===== config.mk =====
export PLATFORM = sky130hd
export DESIGN_NAME = jtag_key_unlock
export DESIGN_NICKNAME = d
export VERILOG_FILES = /design/src/rtl/jtag_key_unlock.sv
export SDC_FILE = /design/constraint.sdc
export NUM_CORES = 1
export LEC_CHECK = 0
export BUFFER_PORTS_ARGS = -buffer_cell sky130_fd_sc_hd__buf_2
export CELL_PAD_IN_SITES_DETAIL_PLACEMENT = 0
export CELL_PAD_IN_SITES_GLOBAL_PLACEMENT = 2
export CORE_MARGIN = 2
export CORE_UTILIZATION = 30
export CTS_CLUSTER_DIAMETER = 120
export DETAILED_ROUTE_END_ITERATION = 10
export PLACE_DENSITY_LB_ADDON = 0.25
export SLEW_MARGIN = 10
export SYNTH_ARGS = -nofsm -noshare
export SYNTH_HDL_FRONTEND = slang
export SYNTH_SLANG_ARGS = --single-unit

===== constraint.sdc =====
create_clock -name clk -period 1.5 [get_ports clk]
set_input_delay 0.15 -clock clk [delete_from_list [all_inputs] [get_ports clk]]
set_output_delay 0.15 -clock clk [all_outputs]
set_load 0.02 [all_outputs]

===== src/rtl/jtag_key_unlock.sv =====
module jtag_key_unlock #(
  parameter int unsigned     KEY_W = 64,
  parameter logic [KEY_W-1:0] KEY  = 64'h3C5A_9E17_D2B4_6F81
) (
  input  logic clk,
  input  logic rst_n,
  input  logic sec_en,
  input  logic shift_en,
  input  logic tdi,
  input  logic update,
  output logic tdo,
  output logic dbg_en,
  output logic ext_boot_en,
  output logic int_boot_only
);

  logic [KEY_W-1:0] key_sr;
  logic             opened;
  logic             match;

  assign match = (key_sr == KEY);

  always_ff @(posedge clk or negedge rst_n) begin
    if (!rst_n) key_sr <= '0;
    else if (shift_en) key_sr <= {tdi, key_sr[KEY_W-1:1]};
  end

  always_ff @(posedge clk or negedge rst_n) begin
    if (!rst_n) opened <= 1'b0;
    else if (update && match) opened <= 1'b1;
  end

  assign dbg_en        = opened | ~sec_en;
  assign ext_boot_en   = opened | ~sec_en;
  assign int_boot_only = ~ext_boot_en;
  assign tdo           = (sec_en & ~opened) ? 1'b0 : key_sr[0];

  a_r5_sticky_unlock: assert property (@(posedge clk) disable iff (!rst_n)
    opened |=> opened);

  a_r3_unlock_needs_match: assert property (@(posedge clk) disable iff (!rst_n)
    $rose(opened) |-> ($past(update) && $past(key_sr) == KEY));

  a_r4_wrong_key_ignored: assert property (@(posedge clk) disable iff (!rst_n)
    (!opened && update && key_sr != KEY) |=> !opened);

  a_r7_tdo_silent: assert property (@(posedge clk) disable iff (!rst_n)
    (sec_en && !dbg_en) |-> !tdo);

  a_r8_boot_source: assert property (@(posedge clk) disable iff (!rst_n)
    int_boot_only != ext_boot_en);

endmodule


After elaboration in Yosys (flattened, before gate mapping)
Index checks and enable logic that the tools add are counted.
Storage, ports and cells
  flip-flop bits (word level): 65
  output and inout port bits: 4
  word-level logic and storage cells: 10
Operators by class
  equality and inequality tests: 1
  muxes and demuxes: 1
  bitwise gates (word level): 5
  reduce and logical (&&, ||, !) cells: 1
Operator list (number)
  equality test 64 x 62 -> 1 bit, second input constant: 1
  inverter 1 bit: 3
  AND 1 bit: 1
  logical AND 1 bit: 1
  2-to-1 mux 1 bit: 1
  OR 1 bit: 1

Depth between registers and ports, before layout
  word-level depth: 3
  mapped depth: 4
  mapped depth without buffers: 4

Worst setup path before layout
OpenSTA, ideal clock, no wires.
  kind: reg2reg
  start: register key_sr[1]
  end: register opened
  arrival: 1.170 ns
  required time: 1.434 ns
  setup slack: 0.263 ns
  stages on the path, launching flop included: 5
  buffers on the path: 0
  clock period less this slack: 1.237 ns
  cells stage by stage: dfrtp_1 -> nor4b_2 -> nand4_1 -> nor4_1 -> a41o_1
On the way
  longest elaborated chain between the ends: 2
RTL lines
  from (decl): RTL line 17  | logic [KEY_W-1:0] key_sr;
  from (signal assigned): RTL line 25  | else if (shift_en) key_sr <= {tdi, key_sr[KEY_W-1:1]};
  equality test 64 x 62 -> 1 bit: RTL line 21  | assign match = (key_sr == KEY);
  logical AND 1 bit: RTL line 30  | else if (update && match) opened <= 1'b1;
  to (signal assigned): RTL line 29  | if (!rst_n) opened <= 1'b0;
  to (signal assigned): RTL line 30
  to (decl): RTL line 18  | logic opened;
No other way between the ends.
A chain may end at the register's enable or synchronous reset.

Worst setup path after layout
  start: register opened
  end: output port tdo
On the way
  longest elaborated chain between the ends: 3
RTL lines
  inverter 1 bit: RTL line 36  | assign tdo = (sec_en & ~opened) ? 1'b0 : key_sr[0];
  AND 1 bit: RTL line 36
  2-to-1 mux 1 bit: RTL line 36
  to (decl): RTL line 11  | output logic tdo,
No other way between the ends.

==> metrics <==
initial antenna violation count 0; WL/cell 14.6 microns; clk sinks 65; maximum fanout along the worst path 4; Vias 1374; Setup-failing EPs final 0; Die W 97.2 microns; worst path required time 1350 ps; Hold Crit Class primary input to register; Hold Fails Final Rpt 0; Post-synth ARST share 1.00; instance count of the mapped netlist 165; share of Yosys cell area claimed by the top area cell type 0.624; core area 8550 sq um; CTS tree yes; worst hold slack 58.0 ps; layout cell share with drive strength beyond 1 0.532; Global Route Usage Sum 0.103; status finished clean; crit path time final 1370 ps; H-tree depth 3; P per Cell Area 1390 nW/um^2; die extent in y 97.2 microns; Initial Utilization 0.305; I/O Pins 10; Root Buffer clkbuf_8; RSZ-0062 raised after global routing no; leakage 1.42 nW; Layout area overhead 15.7%; clock slew at reported path FFs 70 ps; antenna-violating nets left 0; Syn Nets 171; top post-synthesis cells by area dfrtp_1, mux2_2, buf_2; Synth Warn # 0; first-pass GRT wire length 7560 microns; FP Rows 34; max incr delay on CP 400 ps; CP endpoint kind primary output; Non-Filler Instances 294; period utilization 0.916; f_max 728 MHz; clock skew 4.04 ps; Slew Viols, Final 0; DPL Wire Length 2960 microns; Iter 0 DRT Violations 52; pin count of the biggest net entering global routing 65; peak supply drop 0.000659 V; vias per std cell 4.67; placed cells 278; worst rel slew slack 0.659; fin nets 188; crit path kind register to primary output; leading area contributor after synthesis dfrtp_1; maxcap violations 0; port bufs 9; Post-synth EDFFs 0; worst hold path depth 2; most frequent cell after synthesis dfrtp_1; Post-CTS Setup Inserts 0; Seq/Total Area, Yosys 0.624; die area 9450 sq um; worst-margin pin slew 505 ps; CTS Buffer Depth 2; ANT cells 0; Worst Path Arrival 1220 ps; slowest library cell on the worst path dfrtp_1; setup_tns 0 ps; Worst Setup Start Kind register; GPL Wtd Cong 0.687; r2r worst-path depth 4; Seq cells post-synth 65; DRC violations left 0; DRT Wirelength 4280 microns; vias in the first global route 1502; Post-synth top cells dfrtp_1, mux2_2, buf_2; 1st-pass router iterations 3; mapped cell area 2610 sq um; Clk Latency, worst-skew pair 330 ps; Synth Flop Type dfrtp_1; global route total overflow 0; Cell Chain, Critical Path nand2b_1, and2_1, buf_2; cts bufs inserted 9; syn_area_per_cell 15.8 sq um; Yosys cell types 20; R2R setup slack 170 ps
## metal layers
| metal | vias up | share of wire | wire (microns) | global-route usage |
|---|---|---|---|---|
| met5 | - | 0 | 0 | 0 |
| met4 | 0 | 0.015 | 65 | 0.0358 |
| met3 | 6 | 0.039 | 166 | 0.0453 |
| met2 | 17 | 0.46 | 1970 | 0.159 |
| met1 | 709 | 0.49 | 2080 | 0.129 |
| li1 | 642 | - | - | - |
## sequential cells by signal, indices dropped and copies added, names as in the netlist
name / cells
opened: 1
key_sr: 64
## cells in the final DEF (no fill, tap or decap), drive strengths merged
cell type and instances:
nand3 2, nor2b 1, and4bb 2, and2 1, nand2b 1, dlygate4sd3 1, nor2 3, nand4 5
nand3b 1, buf 13, clkbuf 12, and4b 2, inv 1, mux2 64, nor4 4, dfrtp 65
nand4b 1, a41o 1, nor4b 3, clkinv 3
## final timing paths
check / end / start
worst max-delay path: tdo / opened$_DFFE_PN0P_
worst min-delay path: key_sr[63]$_DFFE_PN0P_ / tdi
worst max register to register: opened$_DFFE_PN0P_ / key_sr[24]$_DFFE_PN0P_
worst min register to register: opened$_DFFE_PN0P_ / opened$_DFFE_PN0P_
max in group asynchronous: key_sr[20]$_DFFE_PN0P_ / rst_n
min in group asynchronous: key_sr[9]$_DFFE_PN0P_ / rst_n
## power by group
group | total [W] | internal, W | leakage (nW) | switching, W
sequential | 0.00234 | 0.00209 | 0.859 | 0.000248
combinational | 0.000522 | 0.000338 | 0.460 | 0.000183
clock | 0.00132 | 0.000717 | 0.0980 | 0.000608
total | 0.00419 | 0.00315 | 1.42 | 0.00104
## cell type report
type                            count  area, sq um
Sequential cell                    65         1630
Timing Repair Buffer               14          123
Inverter                            1         3.75
Fill cell                         828         5540
Clock buffer                       12          165
Clock inverter                      3         15.0
Multi-Input combinational cell     91          946
Tap cell                          108          135
## through the flow
stage                     setup slack [ps]  power (W)   util  area (sq um)
after floorplan                        263    0.00271      -          2610
after global placement               -20.4    0.00287  0.329          2810
after detailed placement              46.3    0.00291  0.329          2810
after CTS                             25.2    0.00428  0.351          3000
after global routing                  23.1    0.00447  0.353          3010
final                                  126    0.00419  0.353          3010
## cells by family after synthesis
kind of cell | count (synthesis) | share of synthesized area
AO/OA/AOI/OAI | 1 | 0.00384
buffers and inverters | 9 | 0.0178
flip-flops | 65 | 0.624
multiplexers | 64 | 0.277
AND/OR/NAND/NOR | 26 | 0.0778
## timing repair
item,4_1_cts,5_1_grt
hold buffers,1,0
gates resized for setup,0,2
endpoints found under the setup margin,0,1
endpoints found under the hold margin,18,0
## worst max-delay path: cells and delay by family, from the launching register on
kind,cells,cell delay [ps]
buffers and inverters,1,150
AND/OR/NAND/NOR,2,340
flip-flops,1,400
No activity file was read; power rests on OpenSTA's default activity.
